## src/rtl/arb_pkg.sv

```systemverilog
package arb_pkg;
    typedef enum logic [1:0] {
        CMD_IDLE = 2'b00,
        CMD_WR   = 2'b01,
        CMD_RD   = 2'b10
    } arb_cmd_e;

    localparam logic [1:0] RSP_NONE = 2'b00;
    localparam logic [1:0] RSP_OK   = 2'b01;
    localparam logic [1:0] RSP_ERR  = 2'b11;

    typedef enum logic [2:0] {
        ST_IDLE,
        ST_GATHER,
        ST_ISSUE,
        ST_RDWAIT,
        ST_REPLY
    } arb_state_e;
endpackage

```

## src/rtl/arb_fixed_prio.sv

```systemverilog
module arb_fixed_prio (
    input  logic enable,
    input  logic req_a,
    input  logic req_b,
    input  logic b_slot,
    output logic gnt_a,
    output logic gnt_b
);
    always_comb begin
        gnt_a = enable && req_a;
        gnt_b = enable && !req_a && req_b && b_slot;
    end
endmodule

```

## src/rtl/arb_addr_window.sv

```systemverilog
module arb_addr_window #(
    parameter int              ADDR_W = 32,
    parameter logic [ADDR_W-1:0] BASE = '0,
    parameter logic [ADDR_W-1:0] SIZE = '1,
    parameter int              SPAN   = 12
) (
    input  logic [ADDR_W-1:0] addr,
    input  logic              burst,
    output logic              hit
);
    localparam logic [ADDR_W:0] LO_LIM = {1'b0, BASE};
    localparam logic [ADDR_W:0] HI_LIM = {1'b0, BASE} + {1'b0, SIZE};

    logic [ADDR_W:0] first_w;
    logic [ADDR_W:0] last_w;

    always_comb begin
        first_w = {1'b0, addr};
        last_w  = first_w + (burst ? (ADDR_W+1)'(SPAN) : '0);
        hit     = (first_w >= LO_LIM) && (last_w < HI_LIM);
    end
endmodule

```

## src/rtl/arb_burst_buf.sv

```systemverilog
module arb_burst_buf #(
    parameter int DATA_W = 32,
    parameter int DEPTH  = 4,
    parameter int IDX_W  = 2
) (
    input  logic              clk,
    input  logic              rst_n,
    input  logic              we,
    input  logic [IDX_W-1:0]  widx,
    input  logic [DATA_W-1:0] wdata,
    input  logic [IDX_W-1:0]  ridx_a,
    output logic [DATA_W-1:0] rdata_a,
    input  logic [IDX_W-1:0]  ridx_b,
    output logic [DATA_W-1:0] rdata_b
);
    logic [DATA_W-1:0] slot [DEPTH];

    for (genvar g = 0; g < DEPTH; g++) begin : g_slot
        always_ff @(posedge clk) begin
            if (!rst_n)
                slot[g] <= '0;
            else if (we && widx == IDX_W'(g))
                slot[g] <= wdata;
        end
    end

    always_comb begin
        rdata_a = slot[ridx_a];
        rdata_b = slot[ridx_b];
    end
endmodule

```

## src/rtl/dual_port_burst_arbiter.sv

```systemverilog
module dual_port_burst_arbiter
    import arb_pkg::*;
#(
    parameter int                DATA_W    = 32,
    parameter int                ADDR_W    = 32,
    parameter int                BURST_LEN = 4,
    parameter logic [ADDR_W-1:0] WIN_BASE  = 32'h0001_0000,
    parameter logic [ADDR_W-1:0] WIN_SIZE  = 32'h0001_0000
) (
    input  logic              clk,
    input  logic              rst_n,
    input  logic [1:0]        a_cmd,
    input  logic [ADDR_W-1:0] a_addr,
    input  logic [DATA_W-1:0] a_wdata,
    input  logic              a_burst,
    output logic              a_accept,
    output logic [1:0]        a_resp,
    output logic [DATA_W-1:0] a_rdata,
    input  logic              b_phase,
    input  logic [1:0]        b_cmd,
    input  logic [ADDR_W-1:0] b_addr,
    input  logic [DATA_W-1:0] b_wdata,
    input  logic              b_burst,
    output logic              b_accept,
    output logic [1:0]        b_resp,
    output logic [DATA_W-1:0] b_rdata,
    output logic [1:0]        m_cmd,
    output logic [ADDR_W-1:0] m_addr,
    output logic [DATA_W-1:0] m_wdata,
    output logic              m_burst,
    output logic              m_last,
    input  logic              m_accept,
    input  logic [1:0]        m_resp,
    input  logic [DATA_W-1:0] m_rdata
);
    localparam int BEAT_BYTES = DATA_W / 8;
    localparam int IDX_W      = (BURST_LEN > 1) ? $clog2(BURST_LEN) : 1;
    localparam int CNT_W      = $clog2(BURST_LEN + 1);
    localparam int SPAN       = (BURST_LEN - 1) * BEAT_BYTES;

    arb_state_e state_q, state_d;

    logic              owner_q;      // 0: port A, 1: port B
    logic              is_wr_q;
    logic              burst_q;
    logic              err_q;
    logic [ADDR_W-1:0] addr_q;
    logic [CNT_W-1:0]  nb_q;
    logic [CNT_W-1:0]  cnt_q;
    logic [CNT_W-1:0]  iss_q;
    logic [CNT_W-1:0]  rx_q;

    // grant and new-request view
    logic              gnt_a, gnt_b, grant;
    logic              new_wr, new_burst, win_hit;
    logic [ADDR_W-1:0] new_addr;
    logic [DATA_W-1:0] new_wdata;

    arb_fixed_prio u_prio (
        .enable (state_q == ST_IDLE),
        .req_a  (a_cmd != CMD_IDLE),
        .req_b  (b_cmd != CMD_IDLE),
        .b_slot (b_phase),
        .gnt_a  (gnt_a),
        .gnt_b  (gnt_b)
    );

    always_comb begin
        grant     = gnt_a || gnt_b;
        new_wr    = gnt_a ? (a_cmd == CMD_WR) : (b_cmd == CMD_WR);
        new_burst = gnt_a ? a_burst : b_burst;
        new_addr  = gnt_a ? a_addr  : b_addr;
        new_wdata = gnt_a ? a_wdata : b_wdata;
    end

    arb_addr_window #(
        .ADDR_W (ADDR_W),
        .BASE   (WIN_BASE),
        .SIZE   (WIN_SIZE),
        .SPAN   (SPAN)
    ) u_win (
        .addr  (new_addr),
        .burst (new_burst),
        .hit   (win_hit)
    );

    // owner-side view
    logic              own_slot, own_is_wr;
    logic [DATA_W-1:0] own_wdata;
    logic              gather_take, reply_take, m_take, rx_take, iss_last;

    always_comb begin
        own_slot    = owner_q ? b_phase : 1'b1;
        own_is_wr   = owner_q ? (b_cmd == CMD_WR) : (a_cmd == CMD_WR);
        own_wdata   = owner_q ? b_wdata : a_wdata;
        gather_take = (state_q == ST_GATHER) && own_is_wr && own_slot;
        reply_take  = (state_q == ST_REPLY) && own_slot;
        m_take      = (state_q == ST_ISSUE) && m_accept;
        rx_take     = ((state_q == ST_ISSUE) || (state_q == ST_RDWAIT)) &&
                      !is_wr_q && (m_resp != RSP_NONE) && (rx_q < nb_q);
        iss_last    = (iss_q == nb_q - CNT_W'(1));
    end

    // burst buffer
    logic              buf_we;
    logic [IDX_W-1:0]  buf_widx;
    logic [DATA_W-1:0] buf_wdata, buf_iss, buf_rep;

    always_comb begin
        buf_we = ((state_q == ST_IDLE) && grant && new_wr) || gather_take || rx_take;
        unique case (state_q)
            ST_IDLE:   begin buf_widx = '0;              buf_wdata = new_wdata; end
            ST_GATHER: begin buf_widx = IDX_W'(cnt_q);   buf_wdata = own_wdata; end
            default:   begin buf_widx = IDX_W'(rx_q);    buf_wdata = m_rdata;   end
        endcase
    end

    arb_burst_buf #(
        .DATA_W (DATA_W),
        .DEPTH  (BURST_LEN),
        .IDX_W  (IDX_W)
    ) u_buf (
        .clk     (clk),
        .rst_n   (rst_n),
        .we      (buf_we),
        .widx    (buf_widx),
        .wdata   (buf_wdata),
        .ridx_a  (IDX_W'(iss_q)),
        .rdata_a (buf_iss),
        .ridx_b  (IDX_W'(cnt_q)),
        .rdata_b (buf_rep)
    );

    // next state
    always_comb begin
        state_d = state_q;
        unique case (state_q)
            ST_IDLE: begin
                if (grant) begin
                    if (new_wr && new_burst) state_d = ST_GATHER;  // grant-to-gather
                    else if (!win_hit)       state_d = ST_REPLY;   // grant-to-reply
                    else                     state_d = ST_ISSUE;   // grant-to-issue
                end
            end
            ST_GATHER: begin
                if (gather_take && cnt_q == CNT_W'(BURST_LEN - 1))
                    state_d = err_q ? ST_REPLY : ST_ISSUE;         // gather-done
            end
            ST_ISSUE: begin
                if (m_take && iss_last)
                    state_d = is_wr_q ? ST_REPLY : ST_RDWAIT;      // write-issued / read-issued
            end
            ST_RDWAIT: begin
                if (rx_q == nb_q) state_d = ST_REPLY;              // data-complete
            end
            ST_REPLY: begin
                if (reply_take && cnt_q == nb_q - CNT_W'(1))
                    state_d = ST_IDLE;                             // reply-done
            end
            default: state_d = ST_IDLE;
        endcase
    end

    // state register
    always_ff @(posedge clk) begin
        if (!rst_n) state_q <= ST_IDLE;
        else        state_q <= state_d;
    end

    // transaction context and counters
    always_ff @(posedge clk) begin
        if (!rst_n) begin
            owner_q <= 1'b0;
            is_wr_q <= 1'b0;
            burst_q <= 1'b0;
            err_q   <= 1'b0;
            addr_q  <= '0;
            nb_q    <= CNT_W'(1);
            cnt_q   <= '0;
            iss_q   <= '0;
            rx_q    <= '0;
        end else begin
            unique case (state_q)
                ST_IDLE: begin
                    if (grant) begin
                        owner_q <= gnt_b;
                        is_wr_q <= new_wr;
                        burst_q <= new_burst;
                        err_q   <= !win_hit;
                        addr_q  <= new_addr;
                        nb_q    <= new_burst ? CNT_W'(BURST_LEN) : CNT_W'(1);
                        cnt_q   <= (new_wr && new_burst) ? CNT_W'(1) : '0;
                        iss_q   <= '0;
                        rx_q    <= '0;
                    end
                end
                ST_GATHER: begin
                    if (gather_take)
                        cnt_q <= (cnt_q == CNT_W'(BURST_LEN - 1)) ? '0 : cnt_q + CNT_W'(1);
                end
                ST_ISSUE, ST_RDWAIT: begin
                    if (m_take) iss_q <= iss_q + CNT_W'(1);
                    if (rx_take) begin
                        rx_q <= rx_q + CNT_W'(1);
                        if (m_resp == RSP_ERR) err_q <= 1'b1;
                    end
                end
                ST_REPLY: begin
                    if (reply_take) cnt_q <= cnt_q + CNT_W'(1);
                end
                default: ;
            endcase
        end
    end

    // outputs
    logic [1:0]        rep_code;
    logic [DATA_W-1:0] rep_word;

    always_comb begin
        rep_code = err_q ? RSP_ERR : RSP_OK;
        rep_word = (!is_wr_q && !err_q) ? buf_rep : '0;

        a_accept = gnt_a || (gather_take && !owner_q);
        b_accept = gnt_b || (gather_take && owner_q);

        a_resp   = RSP_NONE;
        a_rdata  = '0;
        b_resp   = RSP_NONE;
        b_rdata  = '0;
        if (state_q == ST_REPLY && !owner_q) begin
            a_resp  = rep_code;
            a_rdata = rep_word;
        end
        if (state_q == ST_REPLY && owner_q && b_phase) begin
            b_resp  = rep_code;
            b_rdata = rep_word;
        end

        m_cmd   = CMD_IDLE;
        m_burst = 1'b0;
        m_last  = 1'b0;
        if (state_q == ST_ISSUE) begin
            m_cmd   = is_wr_q ? CMD_WR : CMD_RD;
            m_burst = burst_q;
            m_last  = iss_last;
        end
        m_addr  = addr_q + ADDR_W'(iss_q) * ADDR_W'(BEAT_BYTES);
        m_wdata = (state_q == ST_ISSUE && is_wr_q) ? buf_iss : '0;
    end
endmodule

```

## config.mk

```make
export PLATFORM = sky130hd
export DESIGN_NAME = dual_port_burst_arbiter
export DESIGN_NICKNAME = d
export VERILOG_FILES = /design/src/rtl/arb_pkg.sv /design/src/rtl/arb_fixed_prio.sv /design/src/rtl/arb_addr_window.sv /design/src/rtl/arb_burst_buf.sv /design/src/rtl/dual_port_burst_arbiter.sv
export SDC_FILE = /design/constraint.sdc
export NUM_CORES = 1
export LEC_CHECK = 0
export ABC_AREA = 1
export BUFFER_PORTS_ARGS = -buffer_cell sky130_fd_sc_hd__buf_2
export CAP_MARGIN = 10
export CORE_ASPECT_RATIO = 1.25
export CORE_UTILIZATION = 34
export DETAILED_ROUTE_END_ITERATION = 8
export GPL_ROUTABILITY_DRIVEN = 0
export GPL_TIMING_DRIVEN = 0
export HOLD_SLACK_MARGIN = 0.15
export SLEW_MARGIN = 20
export SYNTH_ARGS = -nofsm -noshare
export SYNTH_HDL_FRONTEND = slang
export SYNTH_HIERARCHICAL = 1
export SYNTH_SLANG_ARGS = --single-unit
```

## constraint.sdc

```tcl
create_clock -name clk -period 8.7 [get_ports clk]
set_input_delay 0.435 -clock clk [delete_from_list [all_inputs] [get_ports clk]]
set_output_delay 0.435 -clock clk [all_outputs]
set_load 0.1 [all_outputs]
```

==> results.json <==
{
  "port_buffers": 309,
  "failed_checks": "design-rule violations",
  "placed_area_um2": 15400,
  "initial_core_util": 0.344,
  "clk_latency_ns": 0.44,
  "syn-num-nets": 2232,
  "avgSynthCellArea_um2": 6.41,
  "cts-root-buf": "clkbuf_16",
  "cp_slowest_cell": "dfxtp_1",
  "synth_top_cell_by_area": "edfxtp_1",
  "final.min_clock_period_ns": 4.26,
  "worstSetupStartpoint": "state_q[2]$_SDFFE_PN0P_",
  "period_share": 0.489,
  "final_util": 0.419,
  "synth_seq_area_share": 0.367,
  "fin_area_um2": 16000,
  "worstMarginPinSlew_ns": 1.07,
  "end_kind": "flip-flop",
  "r2r_slack_ns": 4.44,
  "fillCellCount": 4051,
  "synth_cells": 2048,
  "crit_path_start_kind": "flip-flop",
  "drcViolationCount": 2,
  "die-width_um": 178,
  "drive_above_1_share": 0.195,
  "path_class": "reg -> reg",
  "synth_cell_type_count": 41,
  "cp_max_fo": 10,
  "first_pass_iters": 8,
  "dp.final_hpwl_um": 37600,
  "antenna_found_initial": 2,
  "core_region_area_um2": 38100,
  "cpMostUsedCell": "nand2_1",
  "reg2reg_depth": 27,
  "yosys.area.top_type_share": 0.293,
  "rows": 80,
  "ys_seq_elements": 177,
  "finalHoldViolations": 0,
  "cts_hold_buf": 0,
  "ant_nets": 0,
  "synth_area_leaders": "edfxtp_1, nand2_1, inv_1",
  "tns_ns": 0,
  "p_leak_uw": 0.00830,
  "total_power_uw": 5800,
  "ir_drop_mv": 0.262,
  "die_y_um": 222,
  "area_growth_syn_to_layout_pct": 21.7,
  "overflow": 0,
  "worstPathArrival_ns": 4.59,
  "hold_start": "a_addr[1]",
  "vias": 14200,
  "numCtsBuffers": 17,
  "synth_warnings": 6,
  "htreeDepth": 4,
  "postCtsSetupBuffers": 0,
  "setup_violations": 0,
  "postCtsResizedCells": 0,
  "cellPowerDensity_nw_per_um2": 363,
  "track_usage": 0.241,
  "hold_depth": 5,
  "first_global_vias": 13300,
  "drt_iter0_drc": 951,
  "holdCritPathClass": "in -> reg",
  "fin_nets": 2564,
  "ios": 310,
  "cp.required_ns": 9.03,
  "viasPerCell": 4.92,
  "drv_slew": 0,
  "drt-total-wl_um": 47700,
  "grt_pass1_wl_um": 72000,
  "skew_ns": 0.0154,
  "cts_tree": "done",
  "dieArea_um2": 39400,
  "grt_max_degree": 24,
  "rsz0062_at_grt": "false",
  "cts_num_sinks": 177,
  "place_ws_ns": 4.49,
  "r2r_end": "state_q[2]$_SDFFE_PN0P_",
  "crit_end": "state_q[2]$_SDFFE_PN0P_",
  "r2r-start": "state_q[2]$_SDFFE_PN0P_",
  "max-slew-margin-rel": 0.288,
  "ctsLongestPathBuffers": 2,
  "critPathMaxStageDelay_ns": 0.40,
  "clkTransAtPathRegs_ns": 0.07,
  "timing.final.ws_setup_ns": 4.44,
  "outcome": "complete, but fails checks",
  "post_synth_instance_area_um2": 13100,
  "maxCapViolCount": 0,
  "wl_per_cell_um": 16.5,
  "timing.fmax_ghz": 0.235
}
## sequential cells by signal, indices dropped and copies added, names as in the netlist
signal	count
rx_q	3
nb_q	2
owner_q	1
cnt_q	3
addr_q	32
state_q	3
iss_q	3
err_q	1
u_buf/slot	128
is_wr_q	1
## cells in the final DEF, fill, tap and decap left out, types with 2 or more instances in the layout
cell type | synthesis | routed
nand2_1 | 696 | 692
buf_2 | 34 | 343
inv_1 | 326 | 329
nor2_1 | 232 | 232
nand3_1 | 219 | 219
edfxtp_1 | 128 | 128
nor3_1 | 81 | 81
a21oi_1 | 50 | 50
dfxtp_1 | 49 | 49
clkbuf_1 | 35 | 36
o21ai_0 | 36 | 36
xor2_1 | 26 | 26
clkbuf_16 | 0 | 20
nor2_2 | 18 | 18
nand4_1 | 17 | 17
nand2_2 | 11 | 15
buf_6 | 13 | 13
ha_1 | 11 | 11
inv_2 | 10 | 10
buf_4 | 10 | 10
clkbuf_8 | 3 | 6
nor3_2 | 5 | 5
buf_1 | 5 | 5
nor2_4 | 3 | 3
nor4_1 | 3 | 3
nand4_4 | 3 | 3
buf_12 | 0 | 3
nand2_4 | 2 | 2
o22ai_4 | 2 | 2
o22ai_1 | 2 | 2
or2_2 | 2 | 2
a21oi_2 | 2 | 2
o21bai_1 | 2 | 2
and3_1 | 2 | 2
clkinv_4 | 0 | 2
clkinv_2 | 0 | 2
nand3_2 | 2 | 2
## kinds of logic (layout without fill, tap and decap cells)
| family | count (synthesis) | in the layout | share of synthesized area |
|---|---|---|---|
| other | 0 | 1 | 0 |
| XOR/XNOR | 27 | 27 | 0.0180 |
| AO/OA/AOI/OAI | 97 | 97 | 0.0408 |
| buffers and inverters | 436 | 781 | 0.140 |
| adder cells (fa/ha/maj) | 12 | 12 | 0.0120 |
| AND/OR/NAND/NOR | 1299 | 1299 | 0.422 |
| flip-flops | 177 | 177 | 0.367 |
## critical path: cells and delay by family (launching register included)
kind	cells	cell delay, ns
AND/OR/NAND/NOR	18	2.33
buffers and inverters	7	0.94
flip-flops	1	0.40
adder cells (fa/ha/maj)	1	0.31
AO/OA/AOI/OAI	1	0.17
## synthesized netlist by cell type, drive strengths merged
master / number
clkbuf: 38
ha: 11
edfxtp: 128
xor2: 26
nor4: 3
inv: 336
or2: 2
nand4: 20
fa: 1
o211ai: 1
o21ai: 37
a21oi: 52
nor2: 253
nand2: 709
a211oi: 1
and2: 1
nand3b: 1
o22ai: 4
and3: 2
dfxtp: 49
nand3: 221
buf: 62
nor3: 87
o21bai: 2
xnor2: 1
## power breakdown
part	switching (uW)	internal, uW
Combinational	3000	835
Clock	326	438
Sequential	124	1080
## through the flow
step / hold slack, ns / std cells
after global routing: 0.361 / 2885
after detailed placement: 0.464 / 2853
after floorplan: 0.445 / 2048
after CTS: 0.319 / 2885
final: 0.341 / 2886
after global placement: 0.455 / 2849
## worst min path at each step
stage	endpoint	slack, ns
2_1_floorplan	addr_q[0]$_SDFFE_PN0N_	0.44
3_3_place_gp	addr_q[0]$_SDFFE_PN0N_	0.46
3_5_place_dp	addr_q[0]$_SDFFE_PN0N_	0.46
4_1_cts	addr_q[1]$_SDFFE_PN0N_	0.32
5_1_grt	addr_q[1]$_SDFFE_PN0N_	0.36
6_report	addr_q[1]$_SDFFE_PN0N_	0.34
## final cells by class
cell class,instances,area [um2],share of cell area
Multi-Input combinational cell,1435,6480,0.405
Sequential cell,177,4820,0.302
Timing Repair Buffer,313,1630,0.102
Inverter,336,1260,0.0789
Tap cell,492,616,0.0385
Buffer,100,583,0.0365
Clock buffer,24,546,0.0341
Clock inverter,8,47.5,0.00297
Antenna cell,1,2.50,0.000156
## per-layer routing
metal / up-vias / GRT usage / wire, um
met5: - / 0 / 31
met4: 4 / 0.104 / 1620
met3: 95 / 0.0329 / 2950
met2: 597 / 0.448 / 24800
met1: 6482 / 0.269 / 18400
li1: 7027 / - / -
(Power assumes the default switching activity.)
